`config.mk`:
```
export PLATFORM = sky130hd
export DESIGN_NAME = dmx_refresh_ctrl
export DESIGN_NICKNAME = d
export VERILOG_FILES = /design/src/rtl/dmx_pkg.sv /design/src/rtl/dmx_scan_timer.sv /design/src/rtl/dmx_glyph_sel.sv /design/src/rtl/dmx_row_drive.sv /design/src/rtl/dmx_refresh_ctrl.sv
export SDC_FILE = /design/constraint.sdc
export NUM_CORES = 1
export LEC_CHECK = 0
export BUFFER_PORTS_ARGS = -buffer_cell sky130_fd_sc_hd__buf_2
export CORE_AREA = 4 4 112 114
export DETAILED_ROUTE_END_ITERATION = 8
export DIE_AREA = 0 0 116 118
export GPL_TIMING_DRIVEN = 0
export PLACE_DENSITY = 0.66
export REMOVE_ABC_BUFFERS = 1
export SLEW_MARGIN = 15
export SYNTH_ARGS = -nofsm -noshare
export SYNTH_HDL_FRONTEND = slang
export SYNTH_SLANG_ARGS = --single-unit
```
`constraint.sdc`:
```
create_clock -name clk -period 2.3 [get_ports clk]
set_input_delay 0.23 -clock clk [delete_from_list [all_inputs] [get_ports clk]]
set_output_delay 0.23 -clock clk [all_outputs]
set_load 0.02 [all_outputs]
```
`src/rtl/dmx_pkg.sv`:
```
package dmx_pkg;

   localparam int CODE_W   = 8;
   localparam int ASCII_W  = 7;
   localparam int UDC_W    = 4;
   localparam int SUBSLOTS = 16;
   localparam int SUB_W    = 4;
   localparam int BRIGHT_W = 3;

   typedef enum logic {
      SRC_FONT = 1'b0,
      SRC_UDC  = 1'b1
   } glyph_src_e;

   typedef logic [SUB_W-1:0] sub_t;

   // lit sub-slots (of 16) per brightness code; 15 is the full-intensity reference
   function automatic logic [SUB_W:0] duty_on(input logic [BRIGHT_W-1:0] code);
      logic [SUB_W:0] n;
      case (code)
         3'd0:    n = 5'd15;
         3'd1:    n = 5'd12;
         3'd2:    n = 5'd8;
         3'd3:    n = 5'd6;
         3'd4:    n = 5'd4;
         3'd5:    n = 5'd3;
         3'd6:    n = 5'd2;
         default: n = 5'd0;
      endcase
      return n;
   endfunction

endpackage

```
`src/rtl/dmx_scan_timer.sv`:
```
module dmx_scan_timer
   import dmx_pkg::*;
#(
   parameter int ROWS         = 7,
   parameter int SLOT_CLKS    = 32,
   parameter int FLASH_FRAMES = 128,
   localparam int ROW_W       = $clog2(ROWS)
) (
   input  logic             clk,
   input  logic             rst_n,
   output logic [ROW_W-1:0] row_o,
   output sub_t             sub_o,
   output logic             off_phase_o
);

   localparam int SLOT_W  = $clog2(SLOT_CLKS);
   localparam int FR_W    = $clog2(FLASH_FRAMES);
   localparam int SUB_DIV = SLOT_CLKS / SUBSLOTS;
   localparam int DIV_SH  = $clog2(SUB_DIV);

   initial begin : elab_checks
      assert (SLOT_CLKS >= SUBSLOTS && SLOT_CLKS % SUBSLOTS == 0)
         else $error("SLOT_CLKS must be a multiple of %0d", SUBSLOTS);
      assert (ROWS >= 2)
         else $error("ROWS must be at least 2");
      assert (FLASH_FRAMES >= 2 && FLASH_FRAMES % 2 == 0)
         else $error("FLASH_FRAMES must be even and at least 2");
   end

   logic [SLOT_W-1:0] slot_q;
   logic [ROW_W-1:0]  row_q;
   logic [FR_W-1:0]   frame_q;
   logic              slot_end;
   logic              frame_end;

   assign slot_end  = (slot_q == SLOT_W'(SLOT_CLKS - 1));
   assign frame_end = slot_end && (row_q == ROW_W'(ROWS - 1));

   always_ff @(posedge clk) begin
      if (!rst_n) begin
         slot_q  <= '0;
         row_q   <= '0;
         frame_q <= '0;
      end else begin
         if (slot_end) begin
            slot_q <= '0;
         end else begin
            slot_q <= slot_q + 1'b1;
         end
         if (frame_end) begin
            row_q <= '0;
         end else if (slot_end) begin
            row_q <= row_q + 1'b1;
         end
         if (frame_end) begin
            if (frame_q == FR_W'(FLASH_FRAMES - 1)) begin
               frame_q <= '0;
            end else begin
               frame_q <= frame_q + 1'b1;
            end
         end
      end
   end

   logic [SLOT_W-1:0] scaled;

   generate
      if ((1 << DIV_SH) == SUB_DIV) begin : g_shift_sub
         assign scaled = slot_q >> DIV_SH;
      end else begin : g_div_sub
         assign scaled = slot_q / SLOT_W'(SUB_DIV);
      end
   endgenerate

   assign row_o       = row_q;
   assign sub_o       = scaled[SUB_W-1:0];
   assign off_phase_o = (frame_q >= FR_W'(FLASH_FRAMES / 2));

   // the row index stays inside the matrix
   p_row_range_r2: assert property (@(posedge clk) disable iff (!rst_n)
      row_q <= ROW_W'(ROWS - 1));

   // the row only moves at the end of its slot
   p_row_hold_r2: assert property (@(posedge clk) disable iff (!rst_n)
      !slot_end |=> $stable(row_q));

   // the flash half only changes at a frame boundary
   p_phase_hold_r7: assert property (@(posedge clk) disable iff (!rst_n)
      !frame_end |=> $stable(off_phase_o));

endmodule

```
`src/rtl/dmx_glyph_sel.sv`:
```
module dmx_glyph_sel
   import dmx_pkg::*;
#(
   parameter int COLS = 5
) (
   input  logic [CODE_W-1:0]  code_i,
   input  logic [COLS-1:0]    font_bits_i,
   input  logic [COLS-1:0]    udc_bits_i,
   input  logic               blank_i,
   output logic [ASCII_W-1:0] font_code_o,
   output logic [UDC_W-1:0]   udc_idx_o,
   output logic [COLS-1:0]    cols_o
);

   glyph_src_e      src;
   logic [COLS-1:0] picked;

   assign src         = glyph_src_e'(code_i[CODE_W-1]);
   assign font_code_o = code_i[ASCII_W-1:0];
   assign udc_idx_o   = code_i[UDC_W-1:0];

   always_comb begin
      picked = (src == SRC_UDC) ? udc_bits_i : font_bits_i;
      cols_o = blank_i ? '0 : picked;
   end

endmodule

```
`src/rtl/dmx_row_drive.sv`:
```
module dmx_row_drive
   import dmx_pkg::*;
#(
   parameter int ROWS      = 7,
   parameter int NUM_CHARS = 8,
   parameter int COLS      = 5,
   localparam int ROW_W    = $clog2(ROWS),
   localparam int COL_W    = NUM_CHARS * COLS
) (
   input  logic                clk,
   input  logic                rst_n,
   input  logic [ROW_W-1:0]    row_i,
   input  sub_t                sub_i,
   input  logic [BRIGHT_W-1:0] bright_i,
   input  logic [COL_W-1:0]    cols_i,
   output logic [ROWS-1:0]     row_sel_o,
   output logic [COL_W-1:0]    col_o
);

   logic [SUB_W:0]  on_cnt;
   logic            lit;
   logic [ROWS-1:0] row_dec;

   assign on_cnt = duty_on(bright_i);
   assign lit    = ({1'b0, sub_i} < on_cnt);

   generate
      for (genvar r = 0; r < ROWS; r++) begin : g_row_dec
         assign row_dec[r] = (row_i == ROW_W'(r));
      end
   endgenerate

   always_ff @(posedge clk) begin
      if (!rst_n) begin
         row_sel_o <= '0;
         col_o     <= '0;
      end else begin
         row_sel_o <= lit ? row_dec : '0;
         col_o     <= lit ? cols_i  : '0;
      end
   end

   // at most one row driven
   p_row_onehot_r2: assert property (@(posedge clk) disable iff (!rst_n)
      $onehot0(row_sel_o));

   // the dark brightness code never lights a row
   p_blank_code_r3: assert property (@(posedge clk) disable iff (!rst_n)
      (bright_i == 3'b111) |=> (row_sel_o == '0));

   // the last sub-slot of every row is dark
   p_last_sub_dark_r3: assert property (@(posedge clk) disable iff (!rst_n)
      (sub_i == sub_t'(SUBSLOTS - 1)) |=> (row_sel_o == '0));

   // no column drive without a row
   p_dark_cols_r11: assert property (@(posedge clk) disable iff (!rst_n)
      (row_sel_o == '0) |-> (col_o == '0));

endmodule

```
`src/rtl/dmx_refresh_ctrl.sv`:
```
module dmx_refresh_ctrl
   import dmx_pkg::*;
#(
   parameter int NUM_CHARS    = 8,
   parameter int ROWS         = 7,
   parameter int COLS         = 5,
   parameter int SLOT_CLKS    = 32,
   parameter int FLASH_FRAMES = 128,
   localparam int ROW_W       = $clog2(ROWS),
   localparam int COL_W       = NUM_CHARS * COLS
) (
   input  logic                          clk,
   input  logic                          rst_n,
   input  logic [NUM_CHARS*CODE_W-1:0]   char_codes_i,
   input  logic [BRIGHT_W-1:0]           bright_i,
   input  logic                          flash_en_i,
   input  logic                          blink_i,
   input  logic [NUM_CHARS-1:0]          flash_mask_i,
   output logic [NUM_CHARS*ASCII_W-1:0]  font_code_o,
   input  logic [COL_W-1:0]              font_bits_i,
   output logic [NUM_CHARS*UDC_W-1:0]    udc_idx_o,
   input  logic [COL_W-1:0]              udc_bits_i,
   output logic [ROW_W-1:0]              glyph_row_o,
   output logic [ROWS-1:0]               row_sel_o,
   output logic [COL_W-1:0]              col_o
);

   initial begin : elab_checks
      assert (NUM_CHARS >= 1)
         else $error("NUM_CHARS must be at least 1");
      assert (COLS >= 1)
         else $error("COLS must be at least 1");
   end

   logic [ROW_W-1:0] row_idx;
   sub_t             sub_idx;
   logic             off_phase;
   logic [COL_W-1:0] cols_next;

   dmx_scan_timer #(
      .ROWS         (ROWS),
      .SLOT_CLKS    (SLOT_CLKS),
      .FLASH_FRAMES (FLASH_FRAMES)
   ) u_timer (
      .clk         (clk),
      .rst_n       (rst_n),
      .row_o       (row_idx),
      .sub_o       (sub_idx),
      .off_phase_o (off_phase)
   );

   assign glyph_row_o = row_idx;

   generate
      for (genvar i = 0; i < NUM_CHARS; i++) begin : g_char
         logic blank;
         assign blank = off_phase && (blink_i || (flash_en_i && flash_mask_i[i]));

         dmx_glyph_sel #(
            .COLS (COLS)
         ) u_sel (
            .code_i      (char_codes_i[i*CODE_W +: CODE_W]),
            .font_bits_i (font_bits_i[i*COLS +: COLS]),
            .udc_bits_i  (udc_bits_i[i*COLS +: COLS]),
            .blank_i     (blank),
            .font_code_o (font_code_o[i*ASCII_W +: ASCII_W]),
            .udc_idx_o   (udc_idx_o[i*UDC_W +: UDC_W]),
            .cols_o      (cols_next[(NUM_CHARS-1-i)*COLS +: COLS])
         );
      end
   endgenerate

   dmx_row_drive #(
      .ROWS      (ROWS),
      .NUM_CHARS (NUM_CHARS),
      .COLS      (COLS)
   ) u_drive (
      .clk       (clk),
      .rst_n     (rst_n),
      .row_i     (row_idx),
      .sub_i     (sub_idx),
      .bright_i  (bright_i),
      .cols_i    (cols_next),
      .row_sel_o (row_sel_o),
      .col_o     (col_o)
   );

   // blink in the dark half clears every column
   p_blink_blank_r9: assert property (@(posedge clk) disable iff (!rst_n)
      (blink_i && off_phase) |=> (col_o == '0));

   // at full brightness the row is driven in every sub-slot but the last, in either half
   p_full_lit_r10: assert property (@(posedge clk) disable iff (!rst_n)
      ((bright_i == 3'b000) && (sub_idx != sub_t'(SUBSLOTS - 1))) |=> (row_sel_o != '0));

endmodule

```
==> flow_summary_export.csv <==
group,metric,value,unit
die,core,0.0114,mm²
pwr,peakVddDrop,0.397,mV
timing,max_slew_margin,63.5,%
layout,post-route-util,33.4,%
routing,drc_errors,0,
synthesis,ys.flop_type,"dfxtp_1",
worst_setup_path,reg2reg_from,"u_timer.slot_q[1]",
synthesis,synth.yosys.seq_area_share,37.3,%
timing,hold_viol_final,0,
pwr,p_clk_share,46.6,%
worst_setup_path,critPathKind,"reg -> reg",
layout,design_area,0.00381,mm²
layout,final-seq-area,0.00124,mm²
synthesis,ys_types,35,
layout,multi_input_area,0.00129,mm²
pwr,switching_power,0.000747,W
timing,worst_pin_slew,0.548,ns
clocking,cts.sinks,62,
layout,fillers,1205,
timing,finalCriticalPeriod,2.11,ns
pwr,leakagePower,1.90,nW
global_routing,grt_pass1_wl,20700,µm
worst_setup_path,crit_required,2.56,ns
placed_design,gp_congestion,0.852,
synthesis,async_flop_share,0,%
clocking,clk_pin_slew,0.06,ns
global_routing,grt_pass1_vias,2665,
placed_design,hpwl,13900,µm
timing,setup_viol,0,
hold_path,min_from,"rst_n",
worst_setup_path,critPathArrivalTime,2.37,ns
die,boundaryPins,297,
worst_setup_path,worstPathMaxFanout,8,
die,die_area,0.0137,mm²
die,fp-row-count,39,
clocking,cts_buffer_depth,2,
layout,layout.nets,581,
routing,vias,2716,
routing,wirelength,16000,µm
layout,drive_gt1_share,43.1,%
global_routing,grt_overflow,0,
synthesis,syn_area_per_cell,9.44,µm²
synthesis,synth_area,0.00333,mm²
clocking,cts_buffers,9,
synthesis,ys_warn_count,0,
pwr,p_sw_share,25.2,%
pwr,internal-power,0.00222,W
pwr,p_per_area,780,mW/mm²
timing,slew_violations,0,
placed_design,numPortBuffers,152,
synthesis,yosysMostFrequentCell,"buf_4",
layout,area_delta_synth_final,14.4,%
timing,grt_setup_unrepaired,"false",
clocking,clk_latency,0.33,ns
die,die_w,116,µm
clocking,cts_max_level,3,
timing,period_share,91.6,%
clocking,cts_tree,"done",
synthesis,synth-edff-count,0,
routing,avgRoutedWirePerCell,28.5,µm
global_routing,grt_max_degree,47,
timing,finClkSkew,0.00541,ns
routing,drt_iter0_drc,130,
routing,dr.pass1.iters,4,
job,cap_violations,0,
worst_setup_path,startpoint,"u_timer.slot_q[1]",
placed_design,place_area,0.00350,mm²
global_routing,antenna_found_initial,2,
clocking,cts-root-buf,"clkbuf_16",
synthesis,synthTopCellsByCount,"buf_4 (92), dfxtp_1 (62), mux2i_1 (42), nor3_1 (35), nor2_1 (14)",
routing,ant_nets,0,
synthesis,synth.area.top_cells,"dfxtp_1 (37%), buf_4 (21%), mux2i_1 (13%)",
die,die_y,118,µm
pwr,p_comb_share,14.1,%
routing,via_per_inst,4.85,
synthesis,synth_top_area_share,37.3,%
run_status,status,"complete, no violations",
die,start_util,29.2,%
global_routing,grt_usage,22.5,%
synthesis,synth_top_area_cell,"dfxtp_1",
synthesis,ys_ff_latch,62,
timing,fmax,0.475,GHz
synthesis,syn_inst,353,
clocking,postCtsSetupBuffers,0,
timing,holdWs,0.165,ns
hold_path,hold_path_class,"in -> reg",
pwr,p_seq_share,39.3,%
worst_setup_path,end_kind,"flop",
worst_setup_path,cp-start-kind,"flop",
-- metrics by stage --
step | power (W) | TNS [ns] | setup slack (ns) | instances
global placement | 0.00160 | -4.83 | -0.151 | 542
global route | 0.00310 | 0 | 0.0369 | 559
finish | 0.00297 | 0 | 0.194 | 560
CTS | 0.00300 | 0 | 0.139 | 558
floorplan | 0.00140 | 0 | 0.317 | 247
detailed placement | 0.00161 | -6.63 | -0.224 | 542
-- worst paths after layout --
check / end / depth (start not counted) / slack, ns
max: u_timer.frame_q[5] / 7 / 0.19
min: u_timer.frame_q[3] / 2 / 0.17
max reg2reg: u_timer.frame_q[5] / 7 / 0.19
min reg2reg: u_timer.slot_q[0] / 1 / 0.45
-- logic make-up (layout without fill, tap and decap cells) --
kind of cell	Yosys count	count (layout)	share of synthesized area, %
buffers and inverters	114	176	24.2
and+or+nand+nor	94	94	15.2
DFF	62	62	37.3
muxes	43	43	13.0
AOI/OAI and AO/OA	20	20	3.83
adders and majority gates	12	12	4.51
xor gates and xnor gates	8	8	2.10
other	0	2	0
-- routing by layer --
metal / track usage [%] / part of all wire, %
met5: 13.7 / 1.1
met4: 12.5 / 5.6
met3: 21.3 / 20
met2: 34.0 / 45
met1: 18.1 / 29
-- state kept, by name (all words and copies together) (netlist names) --
signal	flops
u_timer.frame_q	7
u_drive.col_o	40
u_drive.row_sel_o	7
u_timer.row_o	3
u_timer.slot_q	5
-- cells in the final DEF (no fill, tap or decap), types with 2 or more instances in the layout --
cell	netlist	routed
nor3_1	35	35
and3_1	3	3
nand2_1	9	9
clkbuf_1	3	2
mux2i_1	42	42
ha_1	12	12
and3_2	2	2
clkbuf_16	0	9
inv_1	8	8
diode_2	0	2
nor2_1	14	14
nor3_2	6	6
nor3b_1	3	3
nor2b_1	8	8
buf_2	1	152
xor2_1	6	6
dfxtp_1	62	62
o21ai_0	3	3
xnor2_1	2	2
nand4_1	2	2
a21oi_1	10	10
clkbuf_8	0	2
nand3_1	8	8
-- final cells by class --
type	instances	share of cell area, %
Inverter	8	0.788
Clock buffer	13	6.83
Timing Repair Buffer	152	20.0
Sequential cell	62	32.6
Antenna cell	2	0.131
Clock inverter	3	1.12
Multi-Input combinational cell	177	33.9
Tap cell	143	4.70
-- worst max-delay path: stages, from the launching register on --
cell	delay (ns)
dfxtp_1	0.38
ha_1	0.21
and3_1	0.17
ha_1	0.31
and3_1	0.35
nand3_1	0.15
or3_1	0.31
a31oi_1	0.16
-- power groups by stage --
| stage | Sequential, W | Clock, W | Combinational (W) |
|---|---|---|---|
| after floorplan | 0.00127 | 0 | 0.000130 |
| after global placement | 0.00119 | 0 | 0.000411 |
| after detailed placement | 0.00119 | 0 | 0.000422 |
| after CTS | 0.00117 | 0.00142 | 0.000421 |
| after global routing | 0.00117 | 0.00147 | 0.000453 |
| final | 0.00117 | 0.00138 | 0.000419 |
-- what timing repair did --
action,CTS,global route
resized for setup,0,1
hold buffers,0,0
endpoints found under the setup margin,0,13
No activity file was read; power rests on OpenSTA's default activity.
